**src/rtl/wp_cmd_pkg.sv**
```systemverilog
package wp_cmd_pkg;
  typedef enum logic [2:0] {
    ST_IDLE = 3'd0,
    ST_K1   = 3'd1,
    ST_K2   = 3'd2,
    ST_R3   = 3'd3,
    ST_R4   = 3'd4,
    ST_R5   = 3'd5
  } step_e;

  localparam logic [7:0]  KEY_HI   = 8'hAA;
  localparam logic [7:0]  KEY_LO   = 8'h55;
  localparam logic [7:0]  OP_LOCK  = 8'hA0;
  localparam logic [7:0]  OP_EXT   = 8'h80;
  localparam logic [7:0]  OP_FREE  = 8'h20;
  localparam logic [15:0] ADR_ODD  = 16'h5555;
  localparam logic [15:0] ADR_EVEN = 16'h2AAA;
endpackage

```
**src/rtl/wp_step_match.sv**
```systemverilog
module wp_step_match
  import wp_cmd_pkg::*;
#(
  parameter int ADDR_W     = 16,
  parameter int DATA_W     = 8,
  parameter bit IGNORE_MSB = 1'b1
) (
  input  step_e             step_i,
  input  logic [ADDR_W-1:0] addr_i,
  input  logic [DATA_W-1:0] data_i,
  output logic              hit_o,
  output step_e             nxt_o,
  output logic              lock_o,
  output logic              free_o
);
  localparam logic [ADDR_W-1:0] A_ODD  = ADDR_W'(ADR_ODD);
  localparam logic [ADDR_W-1:0] A_EVEN = ADDR_W'(ADR_EVEN);

  logic [ADDR_W-1:0] addr_m, odd_m, even_m;

  generate
    if (IGNORE_MSB) begin : g_mask
      assign addr_m = {1'b0, addr_i[ADDR_W-2:0]};
      assign odd_m  = {1'b0, A_ODD[ADDR_W-2:0]};
      assign even_m = {1'b0, A_EVEN[ADDR_W-2:0]};
    end else begin : g_full
      assign addr_m = addr_i;
      assign odd_m  = A_ODD;
      assign even_m = A_EVEN;
    end
  endgenerate

  logic at_odd, at_even;
  assign at_odd  = (addr_m == odd_m);
  assign at_even = (addr_m == even_m);

  always_comb begin
    hit_o  = 1'b0;
    nxt_o  = ST_IDLE;
    lock_o = 1'b0;
    free_o = 1'b0;
    unique case (step_i)
      ST_IDLE: begin
        hit_o = at_odd && (data_i == DATA_W'(KEY_HI));
        nxt_o = ST_K1;
      end
      ST_K1: begin
        hit_o = at_even && (data_i == DATA_W'(KEY_LO));
        nxt_o = ST_K2;
      end
      ST_K2: begin
        // third step decides between lock and the longer release path
        hit_o  = at_odd && ((data_i == DATA_W'(OP_LOCK)) || (data_i == DATA_W'(OP_EXT)));
        lock_o = hit_o && (data_i == DATA_W'(OP_LOCK));
        nxt_o  = lock_o ? ST_IDLE : ST_R3;
      end
      ST_R3: begin
        hit_o = at_odd && (data_i == DATA_W'(KEY_HI));
        nxt_o = ST_R4;
      end
      ST_R4: begin
        hit_o = at_even && (data_i == DATA_W'(KEY_LO));
        nxt_o = ST_R5;
      end
      ST_R5: begin
        hit_o  = at_odd && (data_i == DATA_W'(OP_FREE));
        free_o = hit_o;
        nxt_o  = ST_IDLE;
      end
      default: begin
        hit_o = 1'b0;
        nxt_o = ST_IDLE;
      end
    endcase
  end
endmodule

```
**src/rtl/wp_window.sv**
```systemverilog
module wp_window #(
  parameter int PAGE_BYTES = 128,
  localparam int CNT_W     = $clog2(PAGE_BYTES + 1)
) (
  input  logic             clk_i,
  input  logic             rst_ni,
  input  logic             kill_i,
  input  logic             open_i,
  input  logic             done_i,
  input  logic             byte_i,
  output logic             open_o,
  output logic [CNT_W-1:0] cnt_o
);
  logic last_byte;
  assign last_byte = byte_i && (cnt_o == CNT_W'(PAGE_BYTES - 1));

  always_ff @(posedge clk_i or negedge rst_ni) begin
    if (!rst_ni) begin
      open_o <= 1'b0;
      cnt_o  <= '0;
    end else if (kill_i) begin
      open_o <= 1'b0;
      cnt_o  <= '0;
    end else if (open_i) begin
      open_o <= 1'b1;
      cnt_o  <= '0;
    end else if (done_i || last_byte) begin
      open_o <= 1'b0;
      cnt_o  <= '0;
    end else if (byte_i) begin
      cnt_o  <= cnt_o + 1'b1;
    end
  end
endmodule

```
**src/rtl/wp_flag.sv**
```systemverilog
module wp_flag #(
  parameter bit RST_VAL = 1'b0
) (
  input  logic clk_i,
  input  logic rst_ni,
  input  logic ld_i,
  input  logic ld_val_i,
  input  logic set_i,
  input  logic clr_i,
  output logic q_o
);
  always_ff @(posedge clk_i or negedge rst_ni) begin
    if (!rst_ni)     q_o <= RST_VAL;
    else if (ld_i)   q_o <= ld_val_i;
    else if (clr_i)  q_o <= 1'b0;
    else if (set_i)  q_o <= 1'b1;
  end
endmodule

```
**src/rtl/wp_cmd_seq.sv**
```systemverilog
module wp_cmd_seq
  import wp_cmd_pkg::*;
#(
  parameter int ADDR_W      = 16,
  parameter int DATA_W      = 8,
  parameter int PAGE_BYTES  = 128,
  parameter bit IGNORE_MSB  = 1'b1,
  parameter bit PROTECT_RST = 1'b0
) (
  input  logic              clk_i,
  input  logic              rst_ni,
  input  logic              wr_valid_i,
  input  logic [ADDR_W-1:0] wr_addr_i,
  input  logic [DATA_W-1:0] wr_data_i,
  input  logic              load_done_i,
  input  logic              preload_en_i,
  input  logic              preload_val_i,
  output logic              wr_permit_o,
  output logic              protect_o,
  output logic              cmd_absorb_o
);
  localparam int CNT_W = $clog2(PAGE_BYTES + 1);

  step_e            step_q, step_nxt;
  logic             m_hit, m_lock, m_free;
  logic             hit, lock_evt, free_evt;
  logic             win_open;
  logic [CNT_W-1:0] win_cnt;

  wp_step_match #(
    .ADDR_W(ADDR_W), .DATA_W(DATA_W), .IGNORE_MSB(IGNORE_MSB)
  ) u_match (
    .step_i(step_q), .addr_i(wr_addr_i), .data_i(wr_data_i),
    .hit_o(m_hit), .nxt_o(step_nxt), .lock_o(m_lock), .free_o(m_free)
  );

  assign hit      = wr_valid_i && m_hit;
  assign lock_evt = hit && m_lock;
  assign free_evt = hit && m_free;

  assign cmd_absorb_o = hit;
  assign wr_permit_o  = wr_valid_i && !hit && (!protect_o || win_open);

  // a broken step falls back to idle; the strobe itself is handled above
  always_ff @(posedge clk_i or negedge rst_ni) begin
    if (!rst_ni)           step_q <= ST_IDLE;
    else if (preload_en_i) step_q <= ST_IDLE;
    else if (wr_valid_i)   step_q <= hit ? step_nxt : ST_IDLE;
  end

  wp_window #(.PAGE_BYTES(PAGE_BYTES)) u_win (
    .clk_i(clk_i), .rst_ni(rst_ni),
    .kill_i(preload_en_i || free_evt),
    .open_i(lock_evt),
    .done_i(load_done_i),
    .byte_i(wr_permit_o && win_open),
    .open_o(win_open),
    .cnt_o(win_cnt)
  );

  wp_flag #(.RST_VAL(PROTECT_RST)) u_flag (
    .clk_i(clk_i), .rst_ni(rst_ni),
    .ld_i(preload_en_i), .ld_val_i(preload_val_i),
    .set_i(lock_evt), .clr_i(free_evt),
    .q_o(protect_o)
  );
endmodule

```
**config.mk**
```make
export PLATFORM = sky130hd
export DESIGN_NAME = wp_cmd_seq
export DESIGN_NICKNAME = d
export VERILOG_FILES = /design/src/rtl/wp_cmd_pkg.sv /design/src/rtl/wp_step_match.sv /design/src/rtl/wp_window.sv /design/src/rtl/wp_flag.sv /design/src/rtl/wp_cmd_seq.sv
export SDC_FILE = /design/constraint.sdc
export NUM_CORES = 1
export LEC_CHECK = 0
export BUFFER_PORTS_ARGS = -buffer_cell sky130_fd_sc_hd__buf_2
export CORE_UTILIZATION = 50
export DETAILED_ROUTE_END_ITERATION = 8
export PLACE_DENSITY = 0.88
export REMOVE_ABC_BUFFERS = 1
export SLEW_MARGIN = 10
export SYNTH_ARGS = -nofsm -noshare
export SYNTH_HDL_FRONTEND = slang
export SYNTH_HIERARCHICAL = 1
export SYNTH_SLANG_ARGS = --single-unit
```
**constraint.sdc**
```tcl
create_clock -name clk_i -period 3.13 [get_ports clk_i]
set_input_delay 0.313 -clock clk_i [delete_from_list [all_inputs] [get_ports clk_i]]
set_output_delay 0.313 -clock clk_i [all_outputs]
set_load 0.03 [all_outputs]
```
; ---- Word-level counts from Yosys, hierarchy flattened
; Index checks and enable logic that the tools add are counted.
[classes]
n_mux = 18
eq_ne = 13
n_addsub = 1
n_reduce_logical = 25
[op_table]
columns = cell, count
row1 = 8-bit two-way mux, 4
row2 = "8-bit == test, second input constant", 3
row3 = "8-bit by 7-bit == test with 1-bit output, second input constant", 2
row4 = "15-bit by 14-bit == test with 1-bit output, second input constant", 1
row5 = "15-bit == test, second input constant", 1
row6 = 3-bit one-hot mux with 5 select lines, 1
row7 = 1-bit logical AND, 12
row8 = 3-bit two-way mux, 3
row9 = "8-bit by 1-bit adder with 8-bit output, second input constant", 1
row10 = "8-bit by 6-bit == test with 1-bit output, second input constant", 1
row11 = 1-bit two-way mux, 8
row12 = "3-bit by 2-bit == test with 1-bit output, second input constant", 2
row13 = "3-bit == test, second input constant", 2
row14 = 3-bit nonzero test, 2
row15 = 1-bit logical OR, 4
row16 = 1-bit one-hot mux with 4 select lines, 1
row17 = 4-bit nonzero test, 1
row18 = 2-bit OR reduction, 2
row19 = "3-bit by 1-bit == test with 1-bit output, second input constant", 1
row20 = 3-bit zero test, 1
row21 = 1-bit zero test, 2
row22 = 2-bit two-way mux, 1
row23 = 2-bit nonzero test, 1
[word_totals]
output_inout_bits = 3
register_bits = 13
input_bits = 30

; ---- Longest topological paths before layout
[logic_depth]
ltp_word = 14
depth_mapped = 10

; ---- Hierarchy
; Netlist, hierarchy kept.
[by_module_without_submodules]
columns = module, area_per_inst_um2, instances, seq_area_each_um2, cells_each
row1 = wp_window, 460.4, 1, 225.2, 45
row2 = wp_step_match, 334.1, 1, 0.0, 46
row3 = wp_cmd_seq, 185.2, 1, 75.1, 20
row4 = wp_flag, 40.0, 1, 25.0, 4

; ---- Least setup slack after synthesis
; Ideal clock, no wire load.
[synth_path]
path_type = flip-flop to flip-flop
startpoint = register step_q[1]
endpoint = register u_win.cnt_o[7]
stages_incl_launch_ff = 10
slack_ps = 355
arrival_time_ps = 2697
n_path_buf = 2
path_cell_list = dfrtp_1 clkbuf_1 or4b_1 o211a_1 o32ai_1 and3b_2 buf_6 a41o_1 or4_1 a21oi_1
[synth_via]
elab_chain_len = 13
elab_cells_between_ends = 25
cone_classes = 5 x eq/ne / 6 x mux / 14 x reduce/logical
[synth_rtl]
columns = element, line_no
row1 = start: declaration, wp_cmd_seq.sv:24  ; step_e step_q, step_nxt;
row2 = start signal: assignment, wp_cmd_seq.sv:48  ; else if (wr_valid_i) step_q <= hit ? step_nxt : ST_IDLE;
row3 = "3-bit by 1-bit == test with 1-bit output, or another cell as far along", wp_step_match.sv:42  ; unique case (step_i)
row4 = 2-bit OR reduction (no line), --
row5 = 1-bit one-hot mux with 4 select lines (*), wp_step_match.sv:42
row6 = named net m_hit, wp_cmd_seq.sv:25  ; logic m_hit, m_lock, m_free;
row7 = 1-bit logical AND (*), wp_cmd_seq.sv:37  ; assign hit = wr_valid_i && m_hit;
row8 = 1-bit zero test, wp_cmd_seq.sv:42  ; assign wr_permit_o = wr_valid_i && !hit && (!protect_o || win_open);
row9 = 1-bit logical AND (2 in a row), wp_cmd_seq.sv:42
row10 = 1-bit logical AND, wp_cmd_seq.sv:56  ; .byte_i(wr_permit_o && win_open),
row11 = 1-bit logical AND, wp_window.sv:15  ; assign last_byte = byte_i && (cnt_o == CNT_W'(PAGE_BYTES - 1));
row12 = 1-bit logical OR, wp_window.sv:27  ; end else if (done_i || last_byte) begin
row13 = 8-bit two-way mux, wp_window.sv:27
row14 = 8-bit two-way mux, wp_window.sv:24  ; end else if (open_i) begin
row15 = 8-bit two-way mux, wp_window.sv:21  ; end else if (kill_i) begin
row16 = end signal: assignment, wp_window.sv:31  ; cnt_o <= cnt_o + 1'b1;
row17 = end: declaration, wp_window.sv:12  ; output logic [CNT_W-1:0] cnt_o
; The timed path passes the listed nets; every way through them passes the cells marked *.
; A chain may end at the register's enable or synchronous reset.

; ---- Final worst setup path
; Ends and elaborated chain as after synthesis.

==> flow_summary.json <==
{
  "status": "complete, no violations",
  "synthCells": 115,
  "initial_utilization_pct": 56.0,
  "die-area_mm2": 0.00222,
  "cp-end-kind": "flop",
  "crit_type": "flop to flop",
  "path_cells": "or4b_1, o211a_1, o32ai_1, and3b_2, a41o_1, or4_1, a21oi_1",
  "post-cts-setup-buffers": 0,
  "hold_viol": 0,
  "final_nets": 181,
  "r2r-end": "u_win/cnt_o[7]",
  "root_buffer": "clkbuf_4",
  "critPathMaxFanout": 11,
  "grt_pass1_vias": 882,
  "period_minus_slack_ns": 2.63,
  "max_cap_violations": 0,
  "pin_count": 33,
  "drt-initial-drc-count": 22,
  "synth_top_flop_cell": "dfrtp_1",
  "critical_path_required_ns": 3.34,
  "relSlewSlack_pct": 75.6,
  "dp.cells": 169,
  "via_per_inst": 5.86,
  "slew_viol_final": 0,
  "vias": 1019,
  "grtUsageTotal_pct": 24.2,
  "insertedDiodeCount": 0,
  "area_growth_pct": 20.6,
  "cts_resized": 0,
  "hold-path-cell-count": 3,
  "power_density_mw_per_mm2": 268,
  "cp_data_arrival_time_ns": 2.84,
  "fill_cells": 159,
  "min_to": "u_flag/q_o",
  "gp_congestion": 0.894,
  "synth_seq_cells": 13,
  "ant_nets": 0,
  "antenna_found_initial": 0,
  "ys_types": 45,
  "dieHeight_um": 47.2,
  "firstDrtPassIters": 4,
  "rsz0062_at_grt": "no",
  "wl_mm": 2.23,
  "tns_ns": 0,
  "worstMarginPinSlew_ns": 0.365,
  "cts_buffers": 3,
  "clock_latency_ns": 0.28,
  "cp-start-kind": "flop",
  "multi_input_area_um2": 667,
  "numPortBuffers": 31,
  "dpl.hpwl_mm": 1.78,
  "syn_area_mm2": 0.00102,
  "slowest_stage": "or4b_1",
  "fmaxAchievable_mhz": 380,
  "skew_ns": 0.00222,
  "num_rows": 15,
  "cts_max_level": 1,
  "seq_area_um2": 325,
  "die_w_um": 47.2,
  "async_reset_ff_share_pct": 100,
  "seq_area_frac_synth_pct": 31.9,
  "path_clk_slew_ns": 0.08,
  "rr_worst_depth": 7,
  "drive_above_1_share_pct": 29.5,
  "min_from": "preload_val_i",
  "total_leakage_power_nw": 0.493,
  "ir_worst_vdd_mv": 0.219,
  "layout.cells.non_filler": 174,
  "coreArea_mm2": 0.00182,
  "finalSetupViolCount": 0,
  "cts_num_sinks": 13,
  "synth_edf_count": 0,
  "wl_per_cell_um": 12.8,
  "hp-class": "input port to flop",
  "clock_path_buffers": 2,
  "synth_area_per_cell_um2": 8.87,
  "gr-total-overflow": 0,
  "max_stage_delay_ns": 0.57,
  "tritoncts": "built",
  "yosys_warnings": 6,
  "period_share_pct": 84.1,
  "rrSetupSlack_ns": 0.50,
  "grt_pass1_wl_mm": 3.75,
  "r2r_start": "step_q[1]",
  "drc_errors": 0,
  "grt_max_degree": 14
}
[where the power goes]
part / switching [W] / internal (W)
sequential: 0.000000684 / 0.000169
combinational: 0.0000296 / 0.0000259
clock: 0.0000550 / 0.0000495
[layout make-up]
type / instances / share of cell area (%)
flip-flops and latches: 13 / 26.4
clock buffers: 4 / 2.14
repair buffers: 33 / 14.0
multi-input cells: 97 / 54.2
inverters: 2 / 0.610
well taps: 25 / 2.54
[registers in the layout, summed over array words and instances (netlist names)]
| signal | cells |
|---|---|
| u_win/cnt_o | 8 |
| step_q | 3 |
| u_flag/q_o | 1 |
| u_win/open_o | 1 |
[layer usage]
layer  global-route usage, %  vias to the layer above  share of wire [%]
li1                        -                      514                  -
met1                    31.2                      468                 47
met2                    38.9                       29                 46
met3                    6.92                        8                4.8
met4                    8.00                        0                2.2
met5                       0                        -                  0
[cell usage in the layout (no fill, tap or decap), drive strengths merged, types with 3 or more instances in the layout]
cell type,synthesis,layout
xor2,3,3
and3,4,4
clkbuf,2,4
nor4bb,5,5
nand3,7,7
nor4b,4,4
nor3,3,3
nand2,10,10
a21oi,6,6
buf,1,32
nor2,10,10
nand4,7,7
o21ai,4,4
xnor2,3,3
nand2b,3,3
dfrtp,13,13
[metrics by stage]
| stage | util (%) | instance area (um^2) | total power (W) | setup WS [ns] | hold WS [ns] |
|---|---|---|---|---|---|
| after global placement | 65.6 | 1190 | 0.000226 | 0.579 | 0.212 |
| final | 67.6 | 1230 | 0.000329 | 0.497 | 0.245 |
| after detailed placement | 65.6 | 1190 | 0.000227 | 0.527 | 0.215 |
| after CTS | 67.6 | 1230 | 0.000333 | 0.502 | 0.238 |
| after floorplan | - | 1000 | 0.000194 | 0.503 | 0.0174 |
| after global routing | 67.6 | 1230 | 0.000351 | 0.432 | 0.239 |
[logic make-up (layout without fill, tap and decap cells)]
kind of cell / Yosys count / after routing / synth area share, %
AO/OA/AOI/OAI: 19 / 19 / 13.0
XOR/XNOR: 6 / 6 / 5.15
adder cells (fa/ha/maj): 1 / 1 / 1.23
buffers and inverters: 5 / 39 / 2.70
flip-flops: 13 / 13 / 31.9
multiplexers: 1 / 1 / 0.982
AND/OR/NAND/NOR: 70 / 70 / 45.0
[critical path, delay by kind of cell, from the launching register on]
family	cells	cell delay (ns)
AOI/OAI and AO/OA	4	0.78
and+or+nand+nor	3	1.28
DFF	1	0.50
[cells in the mapped netlist (2+ instances only)]
library cell | number | share of area [%]
nand4_1 | 7 | 4.3
and3_1 | 2 | 1.2
nor4b_1 | 3 | 2.6
nand3_1 | 6 | 2.9
nor3_1 | 3 | 1.5
nor2b_1 | 2 | 1.2
nor2_1 | 10 | 3.7
a21oi_1 | 6 | 2.9
xor2_1 | 3 | 2.6
nand4bb_1 | 2 | 2.2
nand2_1 | 10 | 3.7
dfrtp_1 | 13 | 32
nand2b_1 | 3 | 1.8
or4b_1 | 2 | 2.0
o31ai_1 | 2 | 1.5
o21ai_0 | 4 | 2.0
xnor2_1 | 3 | 2.6
nand3b_1 | 2 | 1.5
or3_1 | 2 | 1.2
nor4bb_1 | 5 | 4.9
[worst max path at each step]
stage                    from             end  slack [ns]  cells after the start
CTS                 step_q[1]  u_win/cnt_o[7]        0.50                      7
detailed placement  step_q[1]  u_win/cnt_o[7]        0.53                      7
floorplan           step_q[1]  u_win/cnt_o[7]        0.50                      7
global placement    step_q[1]  u_win/cnt_o[7]        0.58                      7
global route        step_q[1]  u_win/cnt_o[7]        0.43                      7
finish              step_q[1]  u_win/cnt_o[7]        0.50                      7
[repair_timing]
| item | in CTS | in global routing |
|---|---|---|
| hold buffers | 1 | 0 |
| hold endpoints to repair | 13 | 0 |
| setup endpoints to repair | 0 | 0 |
Power figures use the tool's default switching activity.
